**src/rtl/pe_seq_pkg.sv**
```systemverilog
package pe_seq_pkg;
  typedef enum logic [2:0] {
    K_NONE, K_BYTE, K_PAGE, K_AUTO, K_PERASE, K_BLK2, K_BLK4
  } kind_e;

  localparam logic [7:0] OP_BYTE   = 8'h02;
  localparam logic [7:0] OP_PAGE   = 8'h11;
  localparam logic [7:0] OP_AUTO   = 8'h82;
  localparam logic [7:0] OP_PERASE = 8'h81;
  localparam logic [7:0] OP_BLK2   = 8'h50;
  localparam logic [7:0] OP_BLK4   = 8'h20;

  function automatic kind_e decode_op(input logic [7:0] op);
    case (op)
      OP_BYTE:   return K_BYTE;
      OP_PAGE:   return K_PAGE;
      OP_AUTO:   return K_AUTO;
      OP_PERASE: return K_PERASE;
      OP_BLK2:   return K_BLK2;
      OP_BLK4:   return K_BLK4;
      default:   return K_NONE;
    endcase
  endfunction

  function automatic int imax(input int a, input int b);
    return (a > b) ? a : b;
  endfunction
endpackage

```
**src/rtl/pe_page_buf.sv**
```systemverilog
module pe_page_buf #(
  parameter int PAGE_W = 8,
  parameter int DW     = 8
) (
  input  logic              clk_i,
  input  logic              rst_ni,
  input  logic              clr_i,
  input  logic              set_ptr_i,
  input  logic [PAGE_W-1:0] ptr_i,
  input  logic              wr_i,
  input  logic [DW-1:0]     wdata_i,
  input  logic [PAGE_W-1:0] rd_idx_i,
  output logic [DW-1:0]     rd_data_o
);
  localparam int DEPTH = 1 << PAGE_W;

  logic [DW-1:0]     mem_q [DEPTH];
  logic [PAGE_W-1:0] ptr_q;

  always_ff @(posedge clk_i or negedge rst_ni) begin
    if (!rst_ni) begin
      for (int i = 0; i < DEPTH; i++) mem_q[i] <= '1;
      ptr_q <= '0;
    end else begin
      if (clr_i) begin
        for (int i = 0; i < DEPTH; i++) mem_q[i] <= '1;
      end else if (wr_i) begin
        mem_q[ptr_q] <= wdata_i;
      end
      if (set_ptr_i) ptr_q <= ptr_i;
      else if (wr_i) ptr_q <= ptr_q + 1'b1;
    end
  end

  assign rd_data_o = mem_q[rd_idx_i];


  ptr_wrap_chk: assert property (@(posedge clk_i) disable iff (!rst_ni)
    (wr_i && !set_ptr_i && ptr_q == {PAGE_W{1'b1}}) |=> ptr_q == '0);
endmodule

```
**src/rtl/pe_busy_timer.sv**
```systemverilog
module pe_busy_timer #(
  parameter int CW = 13
) (
  input  logic          clk_i,
  input  logic          rst_ni,
  input  logic          start_i,
  input  logic [CW-1:0] len_i,
  output logic          busy_o
);
  logic [CW-1:0] cnt_q;

  always_ff @(posedge clk_i or negedge rst_ni) begin
    if (!rst_ni)             cnt_q <= '0;
    else if (start_i)        cnt_q <= len_i;
    else if (cnt_q != '0)    cnt_q <= cnt_q - 1'b1;
  end

  assign busy_o = (cnt_q != '0);


  reload_idle_chk: assert property (@(posedge clk_i) disable iff (!rst_ni)
    start_i |-> cnt_q == '0);

  countdown_chk: assert property (@(posedge clk_i) disable iff (!rst_ni)
    (cnt_q != '0) |=> cnt_q == $past(cnt_q) - 1'b1);

  busy_rise_chk: assert property (@(posedge clk_i) disable iff (!rst_ni)
    $rose(busy_o) |-> $past(start_i));
endmodule

```
**src/rtl/pe_walker.sv**
```systemverilog
module pe_walker
  import pe_seq_pkg::*;
#(
  parameter int AW     = 19,
  parameter int PAGE_W = 8,
  parameter int BLK2_W = 11,
  parameter int BLK4_W = 12,
  parameter int DW     = 8
) (
  input  logic              clk_i,
  input  logic              rst_ni,
  input  logic              start_i,
  input  kind_e             kind_i,
  input  logic [AW-1:0]     addr_i,
  input  logic [DW-1:0]     byte_i,
  output logic [PAGE_W-1:0] buf_idx_o,
  input  logic [DW-1:0]     buf_data_i,
  input  logic [DW-1:0]     arr_rdata_i,
  output logic              arr_we_o,
  output logic [AW-1:0]     arr_addr_o,
  output logic [DW-1:0]     arr_wdata_o
);
  localparam int IW = BLK4_W;

  typedef enum logic [1:0] {W_IDLE, W_ERASE, W_PROG, W_BYTE} wst_e;

  wst_e          st_q;
  logic [IW-1:0] idx_q, last_q;
  logic [AW-1:0] base_q;
  logic          then_prog_q;

  function automatic logic [AW-1:0] align(input logic [AW-1:0] a, input int w);
    return a & ({AW{1'b1}} << w);
  endfunction

  always_ff @(posedge clk_i or negedge rst_ni) begin
    if (!rst_ni) begin
      st_q        <= W_IDLE;
      idx_q       <= '0;
      last_q      <= '0;
      base_q      <= '0;
      then_prog_q <= 1'b0;
    end else if (start_i) begin
      idx_q       <= '0;
      then_prog_q <= 1'b0;
      base_q      <= align(addr_i, PAGE_W);
      last_q      <= IW'((1 << PAGE_W) - 1);
      case (kind_i)
        K_BYTE:   begin st_q <= W_BYTE; base_q <= addr_i; end
        K_PAGE:   st_q <= W_PROG;
        K_AUTO:   begin st_q <= W_ERASE; then_prog_q <= 1'b1; end
        K_PERASE: st_q <= W_ERASE;
        K_BLK2: begin
          st_q   <= W_ERASE;
          base_q <= align(addr_i, BLK2_W);
          last_q <= IW'((1 << BLK2_W) - 1);
        end
        K_BLK4: begin
          st_q   <= W_ERASE;
          base_q <= align(addr_i, BLK4_W);
          last_q <= IW'((1 << BLK4_W) - 1);
        end
        default:  st_q <= W_IDLE;
      endcase
    end else begin
      case (st_q)
        W_ERASE: begin
          if (idx_q == last_q) begin
            idx_q       <= '0;
            then_prog_q <= 1'b0;
            st_q        <= then_prog_q ? W_PROG : W_IDLE;
            last_q      <= IW'((1 << PAGE_W) - 1);
          end else begin
            idx_q <= idx_q + 1'b1;
          end
        end
        W_PROG: begin
          if (idx_q == last_q) st_q <= W_IDLE;
          else                 idx_q <= idx_q + 1'b1;
        end
        W_BYTE:  st_q <= W_IDLE;
        default: st_q <= W_IDLE;
      endcase
    end
  end

  assign buf_idx_o = idx_q[PAGE_W-1:0];

  always_comb begin
    arr_we_o    = 1'b0;
    arr_addr_o  = base_q | AW'(idx_q);
    arr_wdata_o = '1;
    case (st_q)
      W_ERASE: arr_we_o = 1'b1;
      W_PROG: begin
        arr_we_o    = 1'b1;
        arr_wdata_o = arr_rdata_i & buf_data_i;
      end
      W_BYTE: begin
        arr_we_o    = 1'b1;
        arr_addr_o  = base_q;
        arr_wdata_o = arr_rdata_i & byte_i;
      end
      default: arr_we_o = 1'b0;
    endcase
  end


  erase_then_prog_chk: assert property (@(posedge clk_i) disable iff (!rst_ni)
    (st_q == W_PROG && $past(st_q) == W_ERASE) |-> $past(then_prog_q));
endmodule

```
**src/rtl/pe_seq.sv**
```systemverilog
module pe_seq
  import pe_seq_pkg::*;
#(
  parameter int AW       = 19,
  parameter int PAGE_W   = 8,
  parameter int PROT_W   = 3,
  parameter int T_BYTE   = 8,
  parameter int T_PAGE   = 300,
  parameter int T_AUTO   = 560,
  parameter int T_PERASE = 280,
  parameter int T_BLK2   = 2100,
  parameter int T_BLK4   = 4200
) (
  input  logic          clk_i,
  input  logic          rst_ni,
  input  logic          op_valid_i,
  input  logic [7:0]    op_i,
  input  logic          addr_valid_i,
  input  logic [23:0]   addr_i,
  input  logic          data_valid_i,
  input  logic [7:0]    data_i,
  input  logic          cs_rise_i,
  input  logic          lock_top_ni,
  output logic          busy_o,
  output logic          arr_we_o,
  output logic [AW-1:0] arr_addr_o,
  output logic [7:0]    arr_wdata_o,
  input  logic [7:0]    arr_rdata_i
);
  localparam int BLK2_W = PAGE_W + 3;
  localparam int BLK4_W = PAGE_W + 4;
  localparam int T_MAX  = imax(imax(imax(T_BYTE, T_PAGE), imax(T_AUTO, T_PERASE)),
                               imax(T_BLK2, T_BLK4));
  localparam int CW     = $clog2(T_MAX + 1);

  kind_e             kind_q;
  logic              armed_q;
  logic [AW-1:0]     addr_q;
  logic [7:0]        last_byte_q;
  logic              hit_prot, start;
  logic [CW-1:0]     len;
  logic [PAGE_W-1:0] buf_idx;
  logic [7:0]        buf_data;
  logic              buf_wr, is_page;
  logic              unused_addr_hi;

  assign unused_addr_hi = ^addr_i[23:AW];

  assign is_page  = (kind_q == K_PAGE) || (kind_q == K_AUTO);
  assign buf_wr   = data_valid_i && armed_q && !busy_o && is_page;
  assign hit_prot = &addr_q[AW-1 -: PROT_W];
  assign start    = cs_rise_i && armed_q && !busy_o && !(hit_prot && !lock_top_ni);

  always_ff @(posedge clk_i or negedge rst_ni) begin
    if (!rst_ni) begin
      kind_q      <= K_NONE;
      armed_q     <= 1'b0;
      addr_q      <= '0;
      last_byte_q <= '1;
    end else if (!busy_o) begin
      if (cs_rise_i) begin
        kind_q  <= K_NONE;
        armed_q <= 1'b0;
      end else if (op_valid_i) begin
        kind_q  <= decode_op(op_i);
        armed_q <= 1'b0;
      end else if (addr_valid_i && kind_q != K_NONE) begin
        addr_q  <= addr_i[AW-1:0];
        armed_q <= 1'b1;
      end else if (data_valid_i && armed_q && kind_q == K_BYTE) begin
        last_byte_q <= data_i;
      end
    end
  end

  always_comb begin
    case (kind_q)
      K_BYTE:   len = CW'(T_BYTE);
      K_PAGE:   len = CW'(T_PAGE);
      K_AUTO:   len = CW'(T_AUTO);
      K_PERASE: len = CW'(T_PERASE);
      K_BLK2:   len = CW'(T_BLK2);
      K_BLK4:   len = CW'(T_BLK4);
      default:  len = '0;
    endcase
  end

  pe_page_buf #(.PAGE_W(PAGE_W), .DW(8)) u_buf (
    .clk_i     (clk_i),
    .rst_ni    (rst_ni),
    .clr_i     (op_valid_i && !busy_o && !cs_rise_i),
    .set_ptr_i (addr_valid_i && !busy_o && !cs_rise_i && !op_valid_i && kind_q != K_NONE),
    .ptr_i     (addr_i[PAGE_W-1:0]),
    .wr_i      (buf_wr && !cs_rise_i && !op_valid_i && !addr_valid_i),
    .wdata_i   (data_i),
    .rd_idx_i  (buf_idx),
    .rd_data_o (buf_data)
  );

  pe_busy_timer #(.CW(CW)) u_timer (
    .clk_i   (clk_i),
    .rst_ni  (rst_ni),
    .start_i (start),
    .len_i   (len),
    .busy_o  (busy_o)
  );

  pe_walker #(
    .AW(AW), .PAGE_W(PAGE_W), .BLK2_W(BLK2_W), .BLK4_W(BLK4_W), .DW(8)
  ) u_walk (
    .clk_i       (clk_i),
    .rst_ni      (rst_ni),
    .start_i     (start),
    .kind_i      (kind_q),
    .addr_i      (addr_q),
    .byte_i      (last_byte_q),
    .buf_idx_o   (buf_idx),
    .buf_data_i  (buf_data),
    .arr_rdata_i (arr_rdata_i),
    .arr_we_o    (arr_we_o),
    .arr_addr_o  (arr_addr_o),
    .arr_wdata_o (arr_wdata_o)
  );


  we_in_busy_chk: assert property (@(posedge clk_i) disable iff (!rst_ni)
    arr_we_o |-> busy_o);

  prot_refuse_chk: assert property (@(posedge clk_i) disable iff (!rst_ni)
    (cs_rise_i && armed_q && !busy_o && hit_prot && !lock_top_ni) |=> !busy_o);

  busy_hold_kind_chk: assert property (@(posedge clk_i) disable iff (!rst_ni)
    (busy_o && op_valid_i) |=> kind_q == $past(kind_q));
endmodule

```
**config.mk**
```make
export PLATFORM = sky130hd
export DESIGN_NAME = pe_seq
export DESIGN_NICKNAME = d
export VERILOG_FILES = /design/src/rtl/pe_seq_pkg.sv /design/src/rtl/pe_page_buf.sv /design/src/rtl/pe_busy_timer.sv /design/src/rtl/pe_walker.sv /design/src/rtl/pe_seq.sv
export SDC_FILE = /design/constraint.sdc
export NUM_CORES = 2
export LEC_CHECK = 0
export BUFFER_PORTS_ARGS = -buffer_cell sky130_fd_sc_hd__buf_2
export CAP_MARGIN = 0
export CORE_MARGIN = 5
export CORE_UTILIZATION = 45
export CTS_CLUSTER_SIZE = 16
export DETAILED_ROUTE_END_ITERATION = 12
export GPL_ROUTABILITY_DRIVEN = 1
export HOLD_SLACK_MARGIN = 0.1
export PLACE_DENSITY = 0.61
export SYNTH_ARGS = -nofsm -noshare
export SYNTH_HDL_FRONTEND = slang
export SYNTH_SLANG_ARGS = --single-unit
```
**constraint.sdc**
```tcl
create_clock -name clk_i -period 7.4 [get_ports clk_i]
set_input_delay 0.74 -clock clk_i [delete_from_list [all_inputs] [get_ports clk_i]]
set_output_delay 0.74 -clock clk_i [all_outputs]
set_load 0.02 [all_outputs]
```
==> summary.txt <==
Outcome
  • Outcome: finished, final reports clean

Finish
  • Final net count: 10.9k
  • Layout cells sized above 1: 30.3%
  • Commonest non-fill, non-tap cell in the layout: nand3_1
  • Fillers: about 22k
  • FF+latch area: about 0.056 mm2
  • Most frequent cells in the layout: nand3_1 (3150), nand2_1 (2393), dfstp_2 (2056), o21ai_0 (1054), mux4_2 (435)
  • Multi-input logic area: 0.0479 mm2
  • Area grow syn2layout: 9.81%
  • Fin util: 49.6%

Critical path
  • Worst-case reg-to-reg path depth: 7
  • Flop-to-flop setup slack: 2.78 ns
  • R2R Path End: u_buf.mem_q[3]
  • Nature of the critical path startpoint: flop
  • Critical Path AT: 5.97 ns
  • Critical Path RT: 6.66 ns
  • Crit path kind: flop to output pin
  • Reg-to-Reg Start: u_timer.cnt_q[9]
  • Crit-path max FO: 25
  • Worst setup EP type: output pin

Power and ir drop
  • Static leakage power: about 50 nW
  • Seq pwr share: 48.3%
  • Clock power share: 49.5%
  • Max VDD drop: 0.206 mV
  • Sw Pwr: 5.54 mW
  • Total internal power: 18.8 mW
  • Combinational group share of total power: 2.3%
  • Sw Share: 22.8%
  • Power Density: 204 mW/mm2

STA
  • Final hold violations: 0
  • # setup viols final: 0
  • Actual slew at the worst max-slew pin: 1.43 ns
  • Final setup TNS: 0 ns
  • Rel. slew slack: 4.37%
  • Crit share post-route: 90.7%
  • Setup Skew: ~0.04 ns
  • Slew Viols, Final: 0
  • Achievable Freq: 149 MHz
  • RSZ-0062 raised after global routing: no
  • Final Critical Period: 6.71 ns

Placed design
  • Detailed Place HPWL: between 200000 and 250000 um
  • Buffers on Ports: 78
  • Placer Congestion: 0.940

Clocking
  • H-tree depth: 4
  • # hold bufs at CTS: 16
  • Setup bufs post-CTS: 0
  • TritonCTS clock tree: built
  • Root Buffer: clkbuf_16
  • # clock sinks: 2137
  • Resized cells post-CTS: 0
  • Worst-path clk slew: 0.06 ns
  • Clock Latency Late Sink: around 0.92 ns
  • CTS Buffer Depth: 3
  • CTS Buf Count: 229

Detailed routing
  • Drt drc: 0
  • Iter 0 DRT Violations: 11.6k
  • Vias per inst: 6.41
  • Total Wirelength: 385000 um
  • Routed len/inst: around 27 um
  • Via count: 91.0k
  • Router iterations before antenna repair: 6
  • Antenna-violating nets left: 0

GRT
  • First-pass GRT wire length: 580000 um
  • Total GRT Usage: 30.0%
  • Largest net degree at the start of global routing: approximately 230
  • Initial antenna violation count: 22
  • GRT overflow: 0
  • Number of global-route vias before repair: between 80k and 90k

Hold path
  • Hold wc startpoint: addr_i[0]
  • WHS Endpoint: addr_q[0]
  • Hold path cells: 3
  • Worst Hold Class: input port to flop

Die
  • DIE AREA: roughly 0.25 mm2
  • Row count: 180
  • Die height: 501 um
  • I/O pin cnt: 84
  • Initial core utilization: between 40% and 50%
  • Die width: 501 um
  • Core area: 0.240 mm2

Flow run
  • Max cap viols: 0

Synthesis
  • Synthesis Warnings: 0
  • Asr flop ratio synth: 100%
  • Mapped Area: 0.108 mm2
  • Synth unique cells: 74
  • Syn Area/Cell: 9.49 um2
  • Post-synthesis sequential element count: 2137
  • Ys flop type: dfstp_2
  • Share of the yosys chip area belonging to registers: about 52%
  • Mapped Cells: 11.4k
  • Number of synthesized flops with an enable pin: 0
  • Mapped Nets: 11.5k
## worst max path at each step
stage / from / end / slack (ns)
2_1_floorplan: u_walk.idx_q[0] / arr_wdata_o[3] / 3.82
3_5_place_dp: u_walk.idx_q[0] / arr_wdata_o[4] / 1.86
4_1_cts: u_walk.idx_q[0] / arr_wdata_o[4] / 0.87
3_3_place_gp: u_walk.idx_q[0] / arr_wdata_o[4] / 1.86
5_1_grt: u_walk.idx_q[0] / arr_wdata_o[2] / 0.63
6_report: u_walk.idx_q[0] / arr_wdata_o[2] / 0.69
## cells by family (layout without fill, tap and decap cells)
| kind of cell | count (synthesis) | count (layout) | synth area share (%) |
|---|---|---|---|
| other | 0 | 9 | 0 |
| xor gates and xnor gates | 20 | 20 | 0.162 |
| AOI/OAI and AO/OA | 1404 | 1404 | 7.25 |
| adders and majority gates | 7 | 7 | 0.0808 |
| buffers and inverters | 1197 | 778 | 4.44 |
| muxes | 689 | 689 | 11.4 |
| and+or+nand+nor | 5965 | 5965 | 24.9 |
| DFF | 2137 | 2137 | 51.7 |
## power by group through the flow
stage               sequential [mW]  clock (mW)  combinational [mW]
floorplan                      11.9           0               0.160
global placement               11.9           0               0.530
detailed placement             11.9           0               0.542
CTS                            11.7        12.2               0.550
global route                   11.7        12.7               0.596
finish                         11.7        12.0               0.549
## worst max-delay path, cell delays in order, from the launching register on
cell,delay [ns]
dfrtp_4,0.83
buf_12,0.31
buf_4,0.47
or4_1,0.45
o22ai_1,0.19
or4_1,0.55
a31oi_1,0.64
a311oi_1,0.50
nor4_1,0.44
a32oi_1,0.33
buf_2,0.28
## sequential cells by signal (all words and copies together) (netlist names)
register            flops
armed_q                 1
u_walk.st_q             2
u_buf.ptr_q             8
u_walk.base_q          19
u_walk.last_q           3
u_walk.then_prog_q      1
u_buf.mem_q          2048
last_byte_q             8
u_walk.idx_q           12
u_timer.cnt_q          13
kind_q                  3
addr_q                 19
## metal layers
layer | vias to the layer above | part of all wire [%] | global-route usage (%)
met1 | 46400 | 40 | 41.1
met3 | 898 | 9.8 | 7.17
li1 | 39000 | - | -
met4 | 10 | 5.6 | 15.1
met5 | - | 0.016 | 0
met2 | 4635 | 45 | 44.6
## synth_stat cells, types with 24 or more instances
master	number	share of area, %
a21oi_1	57	0.26
a221oi_1	27	0.22
a22oi_1	79	0.55
and2_1	24	0.14
buf_1	49	0.17
buf_2	169	0.78
buf_4	28	0.19
clkbuf_1	936	3.2
dfrtp_1	81	1.9
dfstp_2	2056	50
mux2_2	48	0.50
mux2i_1	206	1.9
mux4_2	435	9.0
nand2_1	2405	8.3
nand3_1	3153	15
nor2_1	186	0.64
nor3_1	33	0.15
o21ai_0	1054	4.9
o22ai_1	32	0.18
## through the flow
step                      cells  cell area [um2]  total power, mW  worst slack (ns)  hold slack (ns)
after floorplan           11400           108000             12.1              3.82            0.422
after global placement    13700           111000             12.4              1.86            0.450
after detailed placement  13700           111000             12.5              1.86            0.454
after CTS                 14200           119000             24.5             0.867            0.105
after global routing      14200           119000             25.0             0.630            0.158
final                     14200           119000             24.3             0.690            0.174
## final cells by class
type	instances	share of cell area (%)
inverters	15	0.0494
clock buffers	351	5.81
multi-input cells	8085	40.2
clock inverters	84	0.841
diodes	9	0.0189
well taps	3185	3.35
repair buffers	328	2.63
flip-flops and latches	2137	47.1
Note: power is estimated with default switching activity, not from simulation.
